--- config.mk ---
export PLATFORM = sky130hd
export DESIGN_NAME = ild_decoder
export DESIGN_NICKNAME = d
export VERILOG_FILES = /design/src/rtl/ild_pkg.sv /design/src/rtl/ild_unit_class.sv /design/src/rtl/ild_pos_rule.sv /design/src/rtl/ild_scan.sv /design/src/rtl/ild_decoder.sv
export SDC_FILE = /design/constraint.sdc
export NUM_CORES = 1
export LEC_CHECK = 0
export ABC_AREA = 1
export BUFFER_PORTS_ARGS = -buffer_cell sky130_fd_sc_hd__clkbuf_2
export CORE_ASPECT_RATIO = 1.1
export CORE_MARGIN = 10
export CORE_UTILIZATION = 46
export CTS_BUF_LIST = sky130_fd_sc_hd__clkbuf_4
export DETAILED_ROUTE_END_ITERATION = 16
export PLACE_DENSITY = 0.87
export SYNTH_ARGS = -nofsm -noshare
export SYNTH_HDL_FRONTEND = slang
export SYNTH_SLANG_ARGS = --single-unit
--- constraint.sdc ---
create_clock -name clk -period 5.3 [get_ports clk]
set_input_delay 1.325 -clock clk [delete_from_list [all_inputs] [get_ports clk]]
set_output_delay 1.325 -clock clk [all_outputs]
set_load 0.03 [all_outputs]
--- src/rtl/ild_pkg.sv ---
package ild_pkg;
  typedef enum logic [2:0] {
    CLS_HALF   = 3'd0,
    CLS_WORD   = 3'd1,
    CLS_FLEX   = 3'd2,
    CLS_TRIPLE = 3'd3,
    CLS_QUAD   = 3'd4
  } op_class_t;

  typedef enum logic [1:0] {
    LEN_16 = 2'd0,
    LEN_32 = 2'd1,
    LEN_48 = 2'd2,
    LEN_64 = 2'd3
  } len_code_t;

  typedef struct packed {
    len_code_t len;
    logic      reduced;
  } pos_rule_t;
endpackage

--- src/rtl/ild_unit_class.sv ---
module ild_unit_class
  import ild_pkg::*;
#(
  parameter int UNIT_W = 16
) (
  input  logic [UNIT_W-1:0] unit_bits,
  output op_class_t         cls
);
  localparam int TOP = UNIT_W - 1;

  always_comb begin
    if (!unit_bits[TOP]) cls = CLS_HALF;
    else begin
      unique case (unit_bits[TOP-1:TOP-2])
        2'b00:   cls = CLS_WORD;
        2'b01:   cls = CLS_FLEX;
        2'b10:   cls = CLS_TRIPLE;
        default: cls = CLS_QUAD;
      endcase
    end
  end
endmodule

--- src/rtl/ild_pos_rule.sv ---
module ild_pos_rule
  import ild_pkg::*;
#(
  parameter int POS = 0
) (
  input  op_class_t cls,
  output pos_rule_t rule
);
  always_comb begin
    rule = '{len: LEN_16, reduced: 1'b0};
    unique case (cls)
      CLS_HALF: rule = '{len: LEN_16, reduced: 1'b0};
      CLS_WORD: begin
        if (POS == 3) rule = '{len: LEN_16, reduced: 1'b1};
        else          rule = '{len: LEN_32, reduced: 1'b0};
      end
      CLS_FLEX: begin
        if (POS == 3)      rule = '{len: LEN_16, reduced: 1'b1};
        else if (POS == 1) rule = '{len: LEN_48, reduced: 1'b0};
        else               rule = '{len: LEN_32, reduced: 1'b0};
      end
      CLS_TRIPLE: begin
        if (POS == 3)      rule = '{len: LEN_16, reduced: 1'b1};
        else if (POS == 2) rule = '{len: LEN_32, reduced: 1'b1};
        else               rule = '{len: LEN_48, reduced: 1'b0};
      end
      default: begin
        if (POS == 3)      rule = '{len: LEN_16, reduced: 1'b1};
        else if (POS == 2) rule = '{len: LEN_32, reduced: 1'b1};
        else if (POS == 1) rule = '{len: LEN_48, reduced: 1'b1};
        else               rule = '{len: LEN_64, reduced: 1'b0};
      end
    endcase
  end
endmodule

--- src/rtl/ild_scan.sv ---
module ild_scan
  import ild_pkg::*;
#(
  parameter int NUM_UNITS = 4,
  localparam int PW = $clog2(NUM_UNITS)
) (
  input  pos_rule_t              rule_at [NUM_UNITS],
  output logic [NUM_UNITS-1:0]   nxt_valid,
  output logic [NUM_UNITS*PW-1:0] nxt_start,
  output logic [NUM_UNITS*PW-1:0] nxt_len,
  output logic [NUM_UNITS-1:0]   nxt_reduced
);
  always_comb begin
    logic [PW:0] pos;
    nxt_valid   = '0;
    nxt_start   = '0;
    nxt_len     = '0;
    nxt_reduced = '0;
    pos         = '0;
    for (int i = 0; i < NUM_UNITS; i++) begin
      if (pos < (PW+1)'(NUM_UNITS)) begin
        nxt_valid[i]          = 1'b1;
        nxt_start[i*PW +: PW] = pos[PW-1:0];
        nxt_len[i*PW +: PW]   = PW'(rule_at[pos[PW-1:0]].len);
        nxt_reduced[i]        = rule_at[pos[PW-1:0]].reduced;
        pos = pos + (PW+1)'(rule_at[pos[PW-1:0]].len) + (PW+1)'(1);
      end
    end
  end
endmodule

--- src/rtl/ild_decoder.sv ---
module ild_decoder
  import ild_pkg::*;
#(
  parameter int UNIT_W = 16,
  localparam int NUM_UNITS = 4,
  localparam int PW = 2,
  localparam int BLOCK_W = UNIT_W * NUM_UNITS
) (
  input  logic                    clk,
  input  logic                    rst,
  input  logic                    in_valid,
  input  logic [BLOCK_W-1:0]      in_block,
  output logic                    out_valid,
  output logic [NUM_UNITS-1:0]    rec_valid,
  output logic [NUM_UNITS*PW-1:0] rec_start,
  output logic [NUM_UNITS*PW-1:0] rec_len,
  output logic [NUM_UNITS-1:0]    rec_reduced
);
  op_class_t cls_at  [NUM_UNITS];
  pos_rule_t rule_at [NUM_UNITS];

  for (genvar u = 0; u < NUM_UNITS; u++) begin : g_unit
    ild_unit_class #(.UNIT_W(UNIT_W)) i_cls (
      .unit_bits(in_block[u*UNIT_W +: UNIT_W]),
      .cls      (cls_at[u])
    );
    ild_pos_rule #(.POS(u)) i_rule (
      .cls (cls_at[u]),
      .rule(rule_at[u])
    );
  end

  logic [NUM_UNITS-1:0]    nxt_valid;
  logic [NUM_UNITS*PW-1:0] nxt_start;
  logic [NUM_UNITS*PW-1:0] nxt_len;
  logic [NUM_UNITS-1:0]    nxt_reduced;

  ild_scan #(.NUM_UNITS(NUM_UNITS)) i_scan (
    .rule_at    (rule_at),
    .nxt_valid  (nxt_valid),
    .nxt_start  (nxt_start),
    .nxt_len    (nxt_len),
    .nxt_reduced(nxt_reduced)
  );

  always_ff @(posedge clk) begin
    if (rst) begin
      out_valid   <= 1'b0;
      rec_valid   <= '0;
      rec_start   <= '0;
      rec_len     <= '0;
      rec_reduced <= '0;
    end else begin
      out_valid <= in_valid;
      if (in_valid) begin
        rec_valid   <= nxt_valid;
        rec_start   <= nxt_start;
        rec_len     <= nxt_len;
        rec_reduced <= nxt_reduced;
      end
    end
  end

  // Units covered by the registered records.
  logic [PW+1:0] covered;
  always_comb begin
    covered = '0;
    for (int i = 0; i < NUM_UNITS; i++)
      if (rec_valid[i]) covered = covered + (PW+2)'(rec_len[i*PW +: PW]) + (PW+2)'(1);
  end

  AST_STROBE_RISE: assert property (@(posedge clk) disable iff (rst) in_valid |=> out_valid);
  AST_STROBE_IDLE: assert property (@(posedge clk) disable iff (rst) !in_valid |=> !out_valid);
  AST_RECORD_HOLD: assert property (@(posedge clk) disable iff (rst)
    !in_valid |=> ($stable(rec_valid) && $stable(rec_start) && $stable(rec_len) && $stable(rec_reduced)));
  AST_FIRST_AT_ZERO: assert property (@(posedge clk) disable iff (rst)
    out_valid |-> (rec_valid[0] && rec_start[PW-1:0] == '0));
  AST_FULL_COVER: assert property (@(posedge clk) disable iff (rst)
    out_valid |-> covered == (PW+2)'(NUM_UNITS));
  AST_VALID_PACKED: assert property (@(posedge clk) disable iff (rst)
    out_valid |-> ((rec_valid & (rec_valid + 1'b1)) == '0));

  for (genvar i = 1; i < NUM_UNITS; i++) begin : g_chk
    AST_START_CHAIN: assert property (@(posedge clk) disable iff (rst)
      (out_valid && rec_valid[i]) |->
        rec_start[i*PW +: PW] == PW'(rec_start[(i-1)*PW +: PW] + rec_len[(i-1)*PW +: PW] + 1'b1));
    AST_QUAD_ONLY_FIRST: assert property (@(posedge clk) disable iff (rst)
      out_valid |-> rec_len[i*PW +: PW] != PW'(LEN_64));
  end
endmodule

==> flow_summary_export.csv, run 1 <==
group,metric,value,unit
floorplan,die_y,76.1,um
floorplan,die_area,5410,um^2
power,p_per_area,281,nW/um^2
timing,setup_viol,0,
clocking,cts_tree,"built",
finish,layout_common_cells,"56 x nand2_1, 36 x clkbuf_2, 24 x a21oi_1, 22 x dfxtp_1, 21 x inv_1",
timing,fin_ws,1160,ps
placement,hpwl,2540,um
critical_path,crit_type,"in -> reg",
finish,area_delta_synth_final,15.3,%
synthesis,ys_ff_latch,22,
timing,fin_crit_sh,0.781,
global_routing,track_usage,0.112,
clocking,htreeDepth,1,
floorplan,fp.dieW,71.0,um
placement,place_congestion,0.920,
critical_path,worstPathArrival,4380,ps
drt,drt_iter0_markers,28,
global_routing,antenna_found_initial,0,
clocking,cts_sinks,22,
clocking,cts_resized,0,
power,ir_drop,228,uV
power,switching_share,0.390,
power,leakagePower,0.792,nW
floorplan,core_area,2750,um^2
critical_path,crit_required,5540,ps
finish,multi_input_area,748,um^2
timing,rsz0062_at_grt,"no",
placement,dpl_worst_slack,858,ps
power,p_comb_frac,0.403,
synthesis,syn_avg_cell_area,6.72,um^2
power,p_int,0.000261,W
synthesis,yosysSeqAreaShare,0.334,
critical_path,cp-end-kind,"flop",
critical_path,path_buf_inv,9,
placement,placed_area,1500,um^2
clocking,insertion_delay,300,ps
drt,drc,0,
clocking,numCtsBuffers,3,
drt,dr.pass1.iters,4,
floorplan,io_pins,92,
min_path,min_path_type,"reg -> reg",
global_routing,overflow,0,
timing,hold_viol,0,
timing,final.min_clock_period,4140,ps
power,clkPwrFrac,0.168,
timing,final-max-slew-violation-count,0,
finish,nets,308,
clocking,clk_pin_slew,110,ps
critical_path,cp_max_fo,4,
finish,layout-drive-gt1-share,0.218,
synthesis,synth.cell_area,1320,um^2
drt,routedWlPerCell,11.8,um
synthesis,ys.warnings.count,0,
timing,fin_tns_setup,0,ps
finish,diodes,0,
critical_path,cpPeakStageDelay,330,ps
synthesis,synth_cells,196,
global_routing,grt_pass1_wl,5300,um
floorplan,initial_core_util,0.479,
drt,drt-vias-per-instance,4.92,
finish,final_common_cell,"nand2_1",
clocking,hold_buffers,0,
drt,wl,3080,um
finish,final_area,1520,um^2
power,power.switching,0.000166,W
critical_path,cp_slowest_cell,"ha_1",
floorplan,rows,20,
clocking,ctsLongestPathBuffers,2,
status,status,"finished, final reports clean",
critical_path,crit_top_cell,"nand2_1",
synthesis,synthDistinctLibCells,26,
timing,max_freq,241,MHz
finish,regArea,440,um^2
drt,ant_nets,0,
finish,num-fill-cells,296,
critical_path,critPathTopFamily,"adder cells",
drt,vias,1289,
critical_path,rrSetupSlack,4630,ps
global_routing,grt_max_degree,21,
power,power_frac_seq,0.429,
flow_run,cap_violations,0,
global_routing,first_global_vias,1300,
clocking,cts-root-buf,"clkbuf_4",
timing,finClkSkew,0,ps
placement,io_buffers,36,
critical_path,start_kind,"input port",
clocking,postCtsSetupBuffers,0,
==> power groups by stage <==
stage	clock, W	combinational (W)	sequential (W)
floorplan	0	0.000109	0.000211
detailed placement	0	0.000172	0.000187
global route	0.0000815	0.000198	0.000185
finish	0.0000718	0.000172	0.000183
CTS	0.0000729	0.000173	0.000183
global placement	0	0.000170	0.000186
==> sequential cells by signal (all words and copies together), names as in the netlist <==
| register | count |
|---|---|
| out_valid | 1 |
| rec_start | 6 |
| rec_reduced | 3 |
| rec_len | 8 |
| rec_valid | 4 |
==> Yosys cell counts <==
master / instances / area share
a21boi_0: 1 / 0.0057
nand2_1: 56 / 0.16
a21oi_1: 24 / 0.091
inv_1: 21 / 0.060
nor2_1: 12 / 0.034
nor2_2: 1 / 0.0048
o21ai_0: 6 / 0.023
inv_2: 1 / 0.0028
clkbuf_2: 1 / 0.0038
and2_4: 1 / 0.0066
or2_2: 1 / 0.0048
ha_1: 10 / 0.095
nand3b_1: 3 / 0.017
o21ai_2: 1 / 0.0066
clkinv_1: 1 / 0.0028
nand3_1: 16 / 0.061
buf_4: 3 / 0.017
conb_1: 1 / 0.0028
nor3_1: 2 / 0.0076
buf_6: 1 / 0.0085
nand3_2: 2 / 0.015
dfxtp_1: 22 / 0.33
nand4_1: 1 / 0.0048
clkbuf_1: 3 / 0.0085
o21ai_1: 1 / 0.0038
nand2_2: 4 / 0.019
==> through the flow <==
step	power (W)	cells	util	hold slack, ps
finish	0.000427	262	0.552	471
global route	0.000464	262	0.552	488
CTS	0.000429	262	0.552	474
detailed placement	0.000359	259	0.544	458
global placement	0.000356	259	0.544	450
floorplan	0.000321	198	-	590
==> layout make-up <==
| type | count | share of cell area |
|---|---|---|
| multi-input cells | 145 | 0.493 |
| flip-flops and latches | 22 | 0.290 |
| repair buffers | 36 | 0.119 |
| inverters | 23 | 0.0568 |
| well taps | 33 | 0.0272 |
| clock buffers | 3 | 0.0148 |
==> worst reg2reg max path: stages, from the launching register on <==
cell and delay (ps):
dfxtp_1 330, a21oi_1 180, nor2_1 50
==> routing by layer <==
| layer | up-vias | global-route usage | share of wire | routed length [um] |
|---|---|---|---|---|
| met3 | 8 | 0.0417 | 0.052 | 159 |
| met2 | 27 | 0.208 | 0.52 | 1590 |
| li1 | 694 | - | - | - |
| met4 | 0 | 0.0349 | 0.022 | 69 |
| met1 | 560 | 0.111 | 0.41 | 1260 |
| met5 | - | 0 | 0 | 0 |
==> cell families after synthesis <==
logic type / after synthesis / share of synthesized area
and+or+nand+nor: 99 / 0.334
AOI/OAI and AO/OA: 33 / 0.130
buffers and inverters: 31 / 0.104
DFF: 22 / 0.334
adders and majority gates: 10 / 0.0950
other: 1 / 0.00285
==> path summary, 6_finish.rpt <==
path | start | endpoint | cells after the start
worst max-delay path | in_block[13] | rec_len[6]$_SDFFE_PP0P_ | 29
worst min-delay path | rec_reduced[1]$_SDFFE_PP0P_ | rec_reduced[1]$_SDFFE_PP0P_ | 2
worst max register to register | rec_len[3]$_SDFFE_PP0P_ | rec_len[3]$_SDFFE_PP0P_ | 2
worst min register to register | rec_reduced[1]$_SDFFE_PP0P_ | rec_reduced[1]$_SDFFE_PP0P_ | 2
Note: power is estimated with default switching activity, not from simulation.
==> inputs of run 2 (changes only) <==
- ABC_AREA: 1 -> 0
- CORE_UTILIZATION: 46 -> 42
- PLACE_DENSITY: 0.87 -> 0.81
- clock period: 5.3 -> 4.1 ns (I/O delays scaled with it)
==> flow_summary_export.csv, run 2 <==
group,metric,value,unit
timing,relSlewSlack,0.654,
placement,hpwl,2670,um
synthesis,synth.cell_area,1280,um^2
critical_path,r2r_start,"rec_len[6]$_SDFFE_PP0P_",
synthesis,yosysSeqAreaShare,0.343,
synthesis,ys_ff_latch,22,
global_routing,overflow,0,
placement,place_congestion,0.887,
finish,area_delta_synth_final,41.7,%
synthesis,ys.warnings.count,0,
critical_path,start_kind,"input port",
power,power_frac_seq,0.319,
finish,stdcell_count,253,
flow_run,cap_violations,0,
synthesis,synth-edff-count,0,
floorplan,rows,21,
critical_path,worstPathArrival,4340,ps
floorplan,fp.dieW,72.7,um
critical_path,crit_type,"in -> reg",
timing,max_freq,247,MHz
drt,drc,0,
power,p_per_area,403,nW/um^2
clocking,clk_pin_slew,150,ps
power,ir_drop,211,uV
synthesis,synthDistinctLibCells,34,
drt,routedWlPerCell,14.6,um
drt,drt_iter0_markers,107,
drt,wl,3700,um
global_routing,antenna_found_initial,0,
clocking,cts-root-buf,"clkbuf_4",
status,status,"finished, final reports clean",
timing,fin_tns_setup,0,ps
min_path,min-delay-start,"rec_reduced[2]$_SDFFE_PP0P_",
timing,hold_viol,0,
finish,largest_register_ffs,8,
floorplan,core_area,3000,um^2
clocking,htreeDepth,1,
clocking,insertion_delay,310,ps
drt,dr.pass1.iters,4,
global_routing,track_usage,0.126,
power,p_comb_frac,0.442,
placement,io_buffers,36,
power,power.switching,0.000256,W
synthesis,synth_cells,163,
synthesis,synth_most_common_cell,"dfxtp_1",
synthesis,ys_async_sr_fraction,0,
power,clkPwrFrac,0.239,
synthesis,synth_top_cell_area_share,0.343,
global_routing,grt_pass1_wl,5860,um
finish,reg.largest.list,"rec_len (8), rec_start (6), rec_valid (4)",
critical_path,cp_max_fo,4,
floorplan,io_pins,92,
timing,fin_crit_sh,0.989,
critical_path,cp-end-kind,"flop",
clocking,numCtsBuffers,3,
timing,finClkSkew,0,ps
drt,drt-vias-per-instance,5.32,
clocking,ctsLongestPathBuffers,2,
floorplan,initial_core_util,0.429,
synthesis,syn_avg_cell_area,7.88,um^2
power,switching_share,0.348,
finish,final_common_cell,"clkbuf_2",
finish,layout-drive-gt1-share,0.406,
power,finalPower,0.000734,W
drt,ant_nets,0,
critical_path,cp-startpoint,"in_block[29]",
floorplan,die_area,5670,um^2
power,p_int,0.000478,W
finish,nets,297,
synthesis,yosys.area.top_type,"dfxtp_1",
clocking,cts_sinks,22,
synthesis,synthTopCellsByCount,"22 x dfxtp_1, 18 x nand2_1, 17 x nor2_1",
finish,diodes,0,
timing,setup_viol,0,
timing,worst_pin_slew,515,ps
finish,layout_common_cells,"35 x clkbuf_2, 25 x buf_4, 22 x dfxtp_1, 16 x nand2_1, 16 x nor2_1",
global_routing,grt_max_degree,23,
finish,largest-register,"rec_len",
power,leakagePower,0.840,nW
placement,dp.cells,245,
clocking,cts_tree,"built",
global_routing,first_global_vias,1348,
floorplan,die_y,78.0,um
synthesis,synth_top_flop_cell,"dfxtp_1",
synthesis,synth_area_leaders,"dfxtp_1 34%, ha_1 9.7%, mux2i_1 6.2%",
critical_path,crit_required,4380,ps
drt,vias,1347,
timing,final-max-slew-violation-count,0,
timing,final.min_clock_period,4050,ps
min_path,min_path_type,"reg -> reg",
run 2: cell families after synthesis:
logic type,synth area share
buffers and inverters,0.0915
AND/OR/NAND/NOR,0.210
other,0.00292
flip-flops,0.343
XOR/XNOR,0.00682
adder cells (fa/ha/maj),0.0974
AO/OA/AOI/OAI,0.186
multiplexers,0.0623
run 2: path summary, 6_finish.rpt:
path	to	slack, ps	depth (start not counted)
max reg2reg	rec_len[6]$_SDFFE_PP0P_	3220	3
min	rec_reduced[2]$_SDFFE_PP0P_	470	2
min reg2reg	rec_reduced[2]$_SDFFE_PP0P_	470	2
max	rec_len[7]$_SDFFE_PP0P_	50	18
run 2: final cells by class:
type | instances | area [um^2]
Clock buffer | 3 | 22.5
Inverter | 13 | 51.3
Clock inverter | 1 | 30.0
Fill cell | 269 | 1170
Multi-Input combinational cell | 119 | 866
Timing Repair Buffer | 61 | 368
Tap cell | 34 | 42.5
Sequential cell | 22 | 440
run 2: metal layers:
layer / GRT usage / wire length, um / vias up
met4: 0.0418 / 91 / 0
li1: - / - / 668
met1: 0.134 / 1390 / 625
met5: 0 / 0 / -
met3: 0.0478 / 325 / 9
met2: 0.220 / 1900 / 45
run 2: timing repair:
action	CTS	global route
setup buffers	3	2
pin swaps	3	10
hold buffers	0	0
setup endpoints to repair	1	3
gates resized for setup	4	14
run 2: power groups by stage:
stage	Clock (W)	Sequential, W	Combinational, W
4_1_cts	0.000177	0.000235	0.000275
5_1_grt	0.000190	0.000236	0.000349
2_1_floorplan	0	0.000266	0.000136
3_5_place_dp	0	0.000239	0.000255
6_report	0.000175	0.000234	0.000324
3_3_place_gp	0	0.000238	0.000248
run 2: critical path, stage by stage:
cell	delay (ps)
buf_2	120
ha_4	230
or4b_4	500
mux2i_2	180
a21oi_2	110
ha_4	170
inv_2	50
ha_4	210
nand3_2	80
o21ai_2	70
nor3_2	210
ha_2	210
inv_1	60
ha_4	220
mux2i_4	170
nor2_2	60
or4_4	510
a21oi_2	120
run 2: per-stage QoR:
| stage | hold slack [ps] | setup slack, ps | instance area, um^2 | util |
|---|---|---|---|---|
| floorplan | 578 | -51.1 | 1350 | - |
| global placement | 437 | -299 | 1660 | 0.553 |
| detailed placement | 444 | -423 | 1660 | 0.553 |
| CTS | 464 | 2.12 | 1740 | 0.582 |
| global route | 482 | -53.5 | 1820 | 0.608 |
| finish | 469 | 45.3 | 1820 | 0.608 |
